[src/rtl/pdcal_pkg.sv]
package pdcal_pkg;

  typedef enum logic [2:0] {
    ST_POWER_DOWN = 3'd0,
    ST_CAL_START  = 3'd1,
    ST_CAL_WAIT   = 3'd2,
    ST_ACQUIRE    = 3'd3,
    ST_TRACK      = 3'd4
  } seqState_t;

  // control -> datapath
  typedef struct packed {
    logic timerClr;
    logic timerRun;
  } dpStrobe_t;

  // datapath -> control
  typedef struct packed {
    logic pdLevel;
    logic fallEdge;
    logic highOk;
    logic calTimeout;
    logic acqDone;
  } dpStatus_t;

endpackage

[src/rtl/pdcal_datapath.sv]
module pdcal_datapath
  import pdcal_pkg::*;
#(
  parameter int SYNC_STAGES        = 2,
  parameter int HIGH_MIN_CYCLES    = 50,
  parameter int CAL_TIMEOUT_CYCLES = 50000,
  parameter int ACQ_CYCLES         = 75000
) (
  input  logic      clk,
  input  logic      rstN,
  input  logic      pdCalAsync,
  input  dpStrobe_t strobe,
  output dpStatus_t status
);

  localparam int HW          = $clog2(HIGH_MIN_CYCLES + 1);
  localparam int TIMER_LIMIT = (CAL_TIMEOUT_CYCLES > ACQ_CYCLES) ? CAL_TIMEOUT_CYCLES : ACQ_CYCLES;
  localparam int TW          = $clog2(TIMER_LIMIT + 1);
  localparam logic [HW-1:0] HIGH_MIN  = HW'(HIGH_MIN_CYCLES);
  localparam logic [TW-1:0] CAL_LAST  = TW'(CAL_TIMEOUT_CYCLES - 1);
  localparam logic [TW-1:0] ACQ_LAST  = TW'(ACQ_CYCLES - 1);
  localparam logic [TW-1:0] TIMER_TOP = TW'(TIMER_LIMIT);

  logic [SYNC_STAGES-1:0] syncReg;
  logic                   pdLevel;
  logic                   pdPrev;
  logic [HW-1:0]          highCount;
  logic [TW-1:0]          timerCount;

  // synchroniser: depth chosen by parameter
  generate
    if (SYNC_STAGES > 1) begin : g_multi
      always_ff @(posedge clk or negedge rstN) begin
        if (!rstN) syncReg <= '0;
        else       syncReg <= {syncReg[SYNC_STAGES-2:0], pdCalAsync};
      end
    end else begin : g_single
      always_ff @(posedge clk or negedge rstN) begin
        if (!rstN) syncReg <= '0;
        else       syncReg <= pdCalAsync;
      end
    end
  endgenerate

  assign pdLevel = syncReg[SYNC_STAGES-1];

  always_ff @(posedge clk or negedge rstN) begin
    if (!rstN) pdPrev <= 1'b0;
    else       pdPrev <= pdLevel;
  end

  // high-time counter, saturating at the qualification threshold
  always_ff @(posedge clk or negedge rstN) begin
    if (!rstN)                  highCount <= '0;
    else if (!pdLevel)          highCount <= '0;
    else if (highCount != HIGH_MIN) highCount <= highCount + 1'b1;
  end

  // shared window timer for completion wait and acquisition
  always_ff @(posedge clk or negedge rstN) begin
    if (!rstN)                 timerCount <= '0;
    else if (strobe.timerClr)  timerCount <= '0;
    else if (strobe.timerRun && timerCount != TIMER_TOP) timerCount <= timerCount + 1'b1;
  end

  always_comb begin
    status.pdLevel    = pdLevel;
    status.fallEdge   = pdPrev & ~pdLevel;
    status.highOk     = (highCount == HIGH_MIN);
    status.calTimeout = (timerCount == CAL_LAST);
    status.acqDone    = (timerCount == ACQ_LAST);
  end

  // synchronised level equals the pin sampled SYNC_STAGES edges earlier
  assert_sync_depth_R2 : assert property (@(posedge clk) disable iff (!rstN)
    $rose(pdLevel) |-> $past(pdCalAsync, SYNC_STAGES))
    else $error("synchroniser depth mismatch");

endmodule

[src/rtl/pdcal_control.sv]
module pdcal_control
  import pdcal_pkg::*;
(
  input  logic      clk,
  input  logic      rstN,
  input  dpStatus_t status,
  input  logic      refClkValid,
  input  logic      calDone,
  output dpStrobe_t strobe,
  output logic      outEnable,
  output logic      coreReset,
  output logic      calStart,
  output logic      busy,
  output logic      acquiring,
  output logic      lockIndMask,
  output logic      calSkipped,
  output logic      calError
);

  seqState_t stateQ, stateD;
  logic      setSkip, setErr;

  always_comb begin
    stateD  = stateQ;
    setSkip = 1'b0;
    setErr  = 1'b0;
    if (status.pdLevel) begin
      stateD = ST_POWER_DOWN;
    end else begin
      unique case (stateQ)
        ST_POWER_DOWN: begin
          if (status.fallEdge) begin
            if (status.highOk && refClkValid) begin
              stateD = ST_CAL_START;
            end else begin
              stateD  = ST_TRACK;
              setSkip = 1'b1;
            end
          end
        end
        ST_CAL_START: stateD = ST_CAL_WAIT;
        ST_CAL_WAIT: begin
          if (calDone) begin
            stateD = ST_ACQUIRE;
          end else if (status.calTimeout) begin
            stateD = ST_TRACK;
            setErr = 1'b1;
          end
        end
        ST_ACQUIRE: if (status.acqDone) stateD = ST_TRACK;
        ST_TRACK:   stateD = ST_TRACK;
        default:    stateD = ST_POWER_DOWN;
      endcase
    end
  end

  always_ff @(posedge clk or negedge rstN) begin
    if (!rstN) begin
      stateQ     <= ST_POWER_DOWN;
      calSkipped <= 1'b0;
      calError   <= 1'b0;
    end else begin
      stateQ <= stateD;
      if (setSkip) calSkipped <= 1'b1;
      if (setErr)  calError   <= 1'b1;
    end
  end

  always_comb begin
    strobe.timerClr = (stateQ != stateD);
    strobe.timerRun = (stateQ == ST_CAL_WAIT) || (stateQ == ST_ACQUIRE);
    outEnable   = (stateQ == ST_ACQUIRE) || (stateQ == ST_TRACK);
    coreReset   = (stateQ == ST_POWER_DOWN) || (stateQ == ST_CAL_START);
    calStart    = (stateQ == ST_CAL_START);
    acquiring   = (stateQ == ST_ACQUIRE);
    busy        = (stateQ != ST_TRACK);
    lockIndMask = (stateQ != ST_TRACK);
  end

  assert_park_on_high_R2 : assert property (@(posedge clk) disable iff (!rstN)
    status.pdLevel |=> (!outEnable && coreReset && lockIndMask))
    else $error("outputs not parked while pin high");

  assert_single_pulse_R4 : assert property (@(posedge clk) disable iff (!rstN)
    calStart |=> !calStart)
    else $error("calibration start longer than one cycle");

  assert_ref_needed_R7 : assert property (@(posedge clk) disable iff (!rstN)
    calStart |-> ($past(refClkValid) && $past(status.highOk)))
    else $error("calibration started without qualification");

  assert_done_to_acq_R5 : assert property (@(posedge clk) disable iff (!rstN)
    (stateQ == ST_CAL_WAIT && calDone && !status.pdLevel) |=> acquiring)
    else $error("completion did not open acquisition");

  assert_skip_sticky_R10 : assert property (@(posedge clk) disable iff (!rstN)
    calSkipped |=> calSkipped)
    else $error("skip flag cleared");

  assert_err_sticky_R10 : assert property (@(posedge clk) disable iff (!rstN)
    calError |=> calError)
    else $error("error flag cleared");

  assert_skip_tracks_R6 : assert property (@(posedge clk) disable iff (!rstN)
    $rose(calSkipped) |-> (stateQ == ST_TRACK))
    else $error("skip without tracking");

endmodule

[src/rtl/pdcal_sequencer.sv]
module pdcal_sequencer
  import pdcal_pkg::*;
#(
  parameter int SYNC_STAGES        = 2,
  parameter int HIGH_MIN_CYCLES    = 50,
  parameter int CAL_TIMEOUT_CYCLES = 50000,
  parameter int ACQ_CYCLES         = 75000
) (
  input  logic clk,
  input  logic rstN,
  input  logic pdCalIn,
  input  logic refClkValid,
  input  logic calDone,
  output logic outEnable,
  output logic coreReset,
  output logic calStart,
  output logic busy,
  output logic acquiring,
  output logic lockIndMask,
  output logic calSkipped,
  output logic calError
);

  dpStrobe_t strobe;
  dpStatus_t status;

  pdcal_datapath #(
    .SYNC_STAGES       (SYNC_STAGES),
    .HIGH_MIN_CYCLES   (HIGH_MIN_CYCLES),
    .CAL_TIMEOUT_CYCLES(CAL_TIMEOUT_CYCLES),
    .ACQ_CYCLES        (ACQ_CYCLES)
  ) u_datapath (
    .clk       (clk),
    .rstN      (rstN),
    .pdCalAsync(pdCalIn),
    .strobe    (strobe),
    .status    (status)
  );

  pdcal_control u_control (
    .clk        (clk),
    .rstN       (rstN),
    .status     (status),
    .refClkValid(refClkValid),
    .calDone    (calDone),
    .strobe     (strobe),
    .outEnable  (outEnable),
    .coreReset  (coreReset),
    .calStart   (calStart),
    .busy       (busy),
    .acquiring  (acquiring),
    .lockIndMask(lockIndMask),
    .calSkipped (calSkipped),
    .calError   (calError)
  );

endmodule

[config.mk]
export PLATFORM = sky130hd
export DESIGN_NAME = pdcal_sequencer
export DESIGN_NICKNAME = d
export VERILOG_FILES = /design/src/rtl/pdcal_pkg.sv /design/src/rtl/pdcal_datapath.sv /design/src/rtl/pdcal_control.sv /design/src/rtl/pdcal_sequencer.sv
export SDC_FILE = /design/constraint.sdc
export NUM_CORES = 1
export LEC_CHECK = 0
export ABC_AREA = 1
export BUFFER_PORTS_ARGS = -buffer_cell sky130_fd_sc_hd__buf_4
export CAP_MARGIN = 20
export CORE_ASPECT_RATIO = 0.5
export CORE_UTILIZATION = 45
export DETAILED_ROUTE_END_ITERATION = 16
export MAX_ROUTING_LAYER = met4
export PLACE_DENSITY = 0.72
export SYNTH_ARGS = -nofsm -noshare
export SYNTH_HDL_FRONTEND = slang
export SYNTH_HIERARCHICAL = 1
export SYNTH_SLANG_ARGS = --single-unit
[constraint.sdc]
create_clock -name clk -period 6.2 [get_ports clk]
set_input_delay 1.24 -clock clk [delete_from_list [all_inputs] [get_ports clk]]
set_output_delay 1.24 -clock clk [all_outputs]
set_load 0.1 [all_outputs]
Word level (Yosys, flattened, before mapping)
Index checks and enable logic that the tools add are counted.
{"block": "op_classes", "addsub": 2, "n_eq_ne": 12, "muxes": 19, "bitwise_logic": 2, "reduce_logical": 7}
{"op": "17-bit two-way mux", "count": 2}
{"op": "3-bit two-way mux", "count": 6}
{"op": "17-bit by 1-bit adder with 17-bit output, second input constant", "count": 1}
{"op": "17-bit by 16-bit equality test with 1-bit output, second input constant", "count": 1}
{"op": "17-bit equality test, second input constant", "count": 1}
{"op": "17-bit != test, second input constant", "count": 1}
{"op": "3-bit case mux with 5 select lines", "count": 1}
{"op": "6-bit two-way mux", "count": 2}
{"op": "1-bit two-way mux", "count": 8}
{"op": "6-bit by 1-bit adder with 6-bit output, second input constant", "count": 1}
{"op": "3-bit by 2-bit equality test with 1-bit output, second input constant", "count": 2}
{"op": "6-bit equality test, second input constant", "count": 1}
{"op": "6-bit != test, second input constant", "count": 1}
{"op": "3-bit by 1-bit equality test with 1-bit output, second input constant", "count": 1}
{"op": "3-bit equality test, second input constant", "count": 1}
{"op": "3-bit zero test", "count": 1}
{"op": "1-bit logical OR", "count": 3}
{"op": "3-bit != test", "count": 1}
{"op": "3-bit != test, second input constant", "count": 1}
{"op": "1-bit logical AND", "count": 2}
{"op": "2-bit != test, second input constant", "count": 1}
{"op": "2-bit nonzero test", "count": 1}
{"op": "1-bit AND", "count": 1}
{"op": "1-bit NOT", "count": 1}
{"block": "word_totals", "reg_bits": 31, "inputBits": 5, "output_inout_bits": 8, "wordCells": 49}

Longest topological paths before layout
{"block": "logic_depth", "depth_word": 8, "depth_mapped": 20, "ltp_nobuf": 19}

By module
The synthesis kept the hierarchy.
{"mod": "pdcal_datapath", "instances": 1, "cells_per_inst": 238, "area_each_um2": 1661.6, "seq_area_each_um2": 650.6}
{"mod": "pdcal_control", "instances": 1, "cells_per_inst": 63, "area_each_um2": 410.4, "seq_area_each_um2": 125.1}

Worst setup path after synthesis
No wires, ideal clock.
{"block": "synth_timing", "kind": "register to output", "startpoint": "reg u_control.stateQ[1]", "endpoint": "out outEnable", "arrival_ns": 2.148, "required_time_ns": 4.960, "slack_ns": 2.812, "path_stages_with_launch": 5, "path_buffers": 1, "path_cell_list": "dfrtp_1 -> buf_6 -> nor2_2 -> nand2_1 -> nand2_1"}
{"block": "synth_between", "elab_chain_len": 2, "word_cells_on_any_way": 3, "cone_classes": "eq/ne (2); reduce/logical (1)"}
{"element": "from (decl)", "line": "pdcal_control.sv:20", "source": "seqState_t stateQ, stateD;"}
{"element": "from (signal assigned)", "line": "pdcal_control.sv:63", "source": "stateQ <= stateD;"}
{"element": "3-bit by 2-bit equality test with 1-bit output / 3-bit equality test (equally long branches)", "line": "pdcal_control.sv:72", "source": "outEnable = (stateQ == ST_ACQUIRE) || (stateQ == ST_TRACK);"}
{"element": "1-bit logical OR (*)", "line": "pdcal_control.sv:72"}
{"element": "to (decl)", "line": "pdcal_sequencer.sv:14", "source": "output logic outEnable,"}
Every way passes the cells marked *; elsewhere a longest branch is shown, timed or not.

==> results.json <==
{
  "max-clock-path-buffers": 2,
  "layout_min_cycle_time_ns": 3.076,
  "run_status": "finished with violations",
  "synth.lib_cells_used.distinct": 31,
  "crit_path_cell_trace": "ha_1 > nand3_1 > nor4b_1 > inv_1 > nand2_1 > nand2_1 > nand2_1 > nand3_2 > nand3_1 > nand2_1 > nor2_1 > nand2_1 > inv_2 > nand2_1 > nor2_1 > nand2_1 > o21ai_2",
  "die_height_um": 49.98,
  "area.growth.synth_to_final_pct": 9.239,
  "grt_antenna_before_repair": 0,
  "register_area_um2": 775.7,
  "drt_first_iter_violations": 166,
  "detail_route.drc_violations": 1,
  "routedWlPerCell_um": 12.48,
  "fin_ws_ns": 3.124,
  "startpoint_type": "flop",
  "global_route.overflow_total": 0,
  "finClkSkew_ns": 0.01016,
  "clk_pin_slew_ns": 0.07,
  "worst-endpoint-required_ns": 6.42,
  "slew-limit-headroom_pct": 67.47,
  "cts_inserted_buffers": 5,
  "avgSynthCellArea_um2": 6.884,
  "synthCells": 301,
  "io_buffers": 12,
  "number_of_antenna_cells_inserted": 0,
  "maxSlewViolCount": 0,
  "drive_gt1_share_pct": 12.42,
  "fin_nets": 322,
  "number_of_optimization_iterations_in_the_first_detailed_route_pass": 10,
  "cts_root_buffer": "sky130_fd_sc_hd__clkbuf_8",
  "timing.final.setup_violations": 0,
  "r2r_setup_slack_ns": 3.12,
  "num_io_pins": 13,
  "final.hold.worst_slack_ns": 0.3514,
  "placedCellCount": 363,
  "whs_endpoint": "u_datapath/syncReg[1]",
  "multi_input_comb_area_um2": 1067,
  "timing.rr.start": "u_datapath/timerCount[1]",
  "gr-usage-all-layers_pct": 22.08,
  "timing.hold.worst.start": "u_datapath/syncReg[0]",
  "setup_total_negative_slack_ns": 0,
  "power_density_nw_per_um2": 186.9,
  "grt_first_pass_wirelength_um": 8031,
  "grt_pass1_vias": 1745,
  "place_worst_setup_slack_ns": 3.144,
  "fp.dieArea_um2": 4896,
  "arrival_ns": 3.29,
  "crit-reg2reg-capture": "u_datapath/timerCount[9]",
  "post_cts_hold_buffer_count": 0,
  "fp-row-count": 17,
  "yosysWarningCount": 6,
  "max_freq_ghz": 0.3250,
  "cp_common_cell": "sky130_fd_sc_hd__nand2_1",
  "tritoncts_clock_tree": "done",
  "slew_of_the_pin_with_the_lowest_slew_margin_ns": 0.4812,
  "power_leakage_nw": 1.159,
  "final-hold-violation-count": 0,
  "vdd_drop_max_mv": 0.07577,
  "floorplan.die.width_um": 97.96,
  "final_worst_path_cycle_share_pct": 49.62,
  "worst-path-max-fanout": 25,
  "coreArea_um2": 4403,
  "maxCapViolations": 0,
  "post_layout_nonfiller_instances": 371,
  "timing.hold.worst_path_depth": 0,
  "clock_sinks": 31,
  "fill_cells": 443,
  "worstSetupPathType": "reg -> reg",
  "gpl.final_weighted_congestion": 0.9717,
  "maximum_number_of_pins_on_one_net_before_global_route_repair": 32,
  "antenna_violating_nets_left": 0,
  "cts_repair_resize_count": 0,
  "total_power_uw": 423.1,
  "clock_tree.htree_level_count": 2,
  "avgViaCountPerCell": 5.229,
  "route.final.wire_length_um": 4631,
  "postCtsSetupRepairBufs": 0,
  "synth-seq-cells": 31,
  "failed_checks": "DRC",
  "crit_path_max_incr_delay_ns": 0.54,
  "seq_area_frac_synth_pct": 37.44,
  "timing.critical_path.slowest_stage_cell": "sky130_fd_sc_hd__nor4b_1",
  "worst_hold_path_type": "reg -> reg",
  "setup_repair_after_global_routing_missed_its_margin": "false",
  "ff2ff_path_depth": 17,
  "mappedNetlistArea_um2": 2072,
  "synthesis.nets": 310,
  "route.vias.total": 1940,
  "initial_core_util_pct": 47.06,
  "dpl.hpwl_um": 3415,
  "insertion_delay_ns": 0.29,
  "endpoint_kind": "flop"
}
[synth_stat cells]
master / n / area share [%]
sky130_fd_sc_hd__nand2_1: 83 / 15
sky130_fd_sc_hd__nand3_1: 44 / 11
sky130_fd_sc_hd__inv_1: 41 / 7.4
sky130_fd_sc_hd__nor2_1: 40 / 7.2
sky130_fd_sc_hd__dfrtp_1: 31 / 37
sky130_fd_sc_hd__o21ai_0: 8 / 1.9
sky130_fd_sc_hd__a21oi_1: 6 / 1.4
sky130_fd_sc_hd__nand4_1: 6 / 1.8
sky130_fd_sc_hd__ha_1: 4 / 2.4
sky130_fd_sc_hd__nand2_2: 4 / 1.2
sky130_fd_sc_hd__xor2_1: 4 / 1.7
sky130_fd_sc_hd__nand3_2: 3 / 1.4
sky130_fd_sc_hd__nor2_2: 3 / 0.91
sky130_fd_sc_hd__nor3_1: 3 / 0.72
sky130_fd_sc_hd__buf_4: 2 / 0.72
sky130_fd_sc_hd__inv_2: 2 / 0.36
sky130_fd_sc_hd__nand2_4: 2 / 1.1
sky130_fd_sc_hd__nor2_4: 2 / 1.1
sky130_fd_sc_hd__a21o_1: 1 / 0.36
sky130_fd_sc_hd__buf_12: 1 / 0.97
sky130_fd_sc_hd__buf_2: 1 / 0.24
sky130_fd_sc_hd__buf_6: 1 / 0.54
sky130_fd_sc_hd__clkbuf_1: 1 / 0.18
sky130_fd_sc_hd__clkbuf_4: 1 / 0.36
sky130_fd_sc_hd__clkinv_2: 1 / 0.24
sky130_fd_sc_hd__nand4_2: 1 / 0.60
sky130_fd_sc_hd__nor3b_1: 1 / 0.36
sky130_fd_sc_hd__nor4_1: 1 / 0.30
sky130_fd_sc_hd__nor4b_1: 1 / 0.42
sky130_fd_sc_hd__o21ai_2: 1 / 0.42
sky130_fd_sc_hd__o21bai_1: 1 / 0.36
[kinds of logic after synthesis]
kind of cell	count (synthesis)	share of synthesized area (%)
and+or+nand+nor	194	42.87
buffers and inverters	51	11.05
DFF	31	37.44
AOI/OAI and AO/OA	17	4.529
xor gates and xnor gates	4	1.691
adders and majority gates	4	2.416
[stage by stage]
stage / util (%) / area [µm²]
after CTS: 51.41 / 2263
after global placement: 49.30 / 2171
final: 51.41 / 2263
after global routing: 51.41 / 2263
after floorplan: - / 2072
after detailed placement: 49.30 / 2171
[area by class of cell]
type	instances	share of cell area, %
Multi-Input combinational cell	219	47.15
Clock inverter	3	1.050
Inverter	44	7.352
Tap cell	57	3.151
Sequential cell	31	34.27
Timing Repair Buffer	12	3.980
Clock buffer	5	3.040
[cell usage in the layout, fill, tap and decap left out, types with 2 or more instances in the layout]
cell type,count
sky130_fd_sc_hd__buf_4,12
sky130_fd_sc_hd__clkinvlp_4,2
sky130_fd_sc_hd__nor2_4,2
sky130_fd_sc_hd__o21ai_0,8
sky130_fd_sc_hd__a21oi_1,6
sky130_fd_sc_hd__inv_2,2
sky130_fd_sc_hd__nor2_1,40
sky130_fd_sc_hd__clkbuf_8,5
sky130_fd_sc_hd__nand2_4,2
sky130_fd_sc_hd__nor3_1,3
sky130_fd_sc_hd__nand3_1,44
sky130_fd_sc_hd__nand2_1,83
sky130_fd_sc_hd__ha_1,4
sky130_fd_sc_hd__inv_1,41
sky130_fd_sc_hd__nand3_2,3
sky130_fd_sc_hd__dfrtp_1,31
sky130_fd_sc_hd__nand4_1,6
sky130_fd_sc_hd__nor2_2,3
sky130_fd_sc_hd__xor2_1,4
sky130_fd_sc_hd__nand2_2,4
[routing by layer]
metal,part of all wire (%),vias up,track usage (%)
met5,0,-,-
met4,1.2,0,7.071
met3,5.5,7,5.674
met2,44,54,32.86
met1,50,908,29.40
li1,-,971,-
[worst max-delay path: cells and delay by family, from the launching register on]
| kind | cells | cell delay, ns |
|---|---|---|
| flops | 1 | 0.42 |
| simple gates | 13 | 1.78 |
| compound gates | 1 | 0.07 |
| fa+ha+maj | 1 | 0.22 |
| buf+inv | 2 | 0.50 |
[sequential cells by signal, indices dropped and copies added (netlist names)]
name and cells:
u_datapath/timerCount 17, u_control/calError 1, u_control/calSkipped 1, u_datapath/highCount 6, u_datapath/syncReg 2, u_datapath/pdPrev 1
u_control/stateQ 3
[power by group]
group | internal (mW) | total [mW] | switching [mW]
Sequential | 0.205 | 0.209 | 0.00438
Combinational | 0.00921 | 0.0450 | 0.0358
Clock | 0.0802 | 0.169 | 0.0884
Total | 0.295 | 0.423 | 0.129
[how the worst max path moves through the flow]
stage                     depth (start not counted)  slack [ns]                        end                startpoint
after global routing                             17        2.75   u_datapath/timerCount[9]  u_datapath/timerCount[1]
after CTS                                        17        3.15   u_datapath/timerCount[9]  u_datapath/timerCount[1]
after global placement                           14        3.17  u_datapath/timerCount[13]               refClkValid
after detailed placement                         15        3.14   u_datapath/timerCount[9]               refClkValid
final                                            17        3.12   u_datapath/timerCount[9]  u_datapath/timerCount[1]
after floorplan                                   4        2.81                  outEnable       u_control/stateQ[1]
Note: power is estimated with default switching activity, not from simulation.
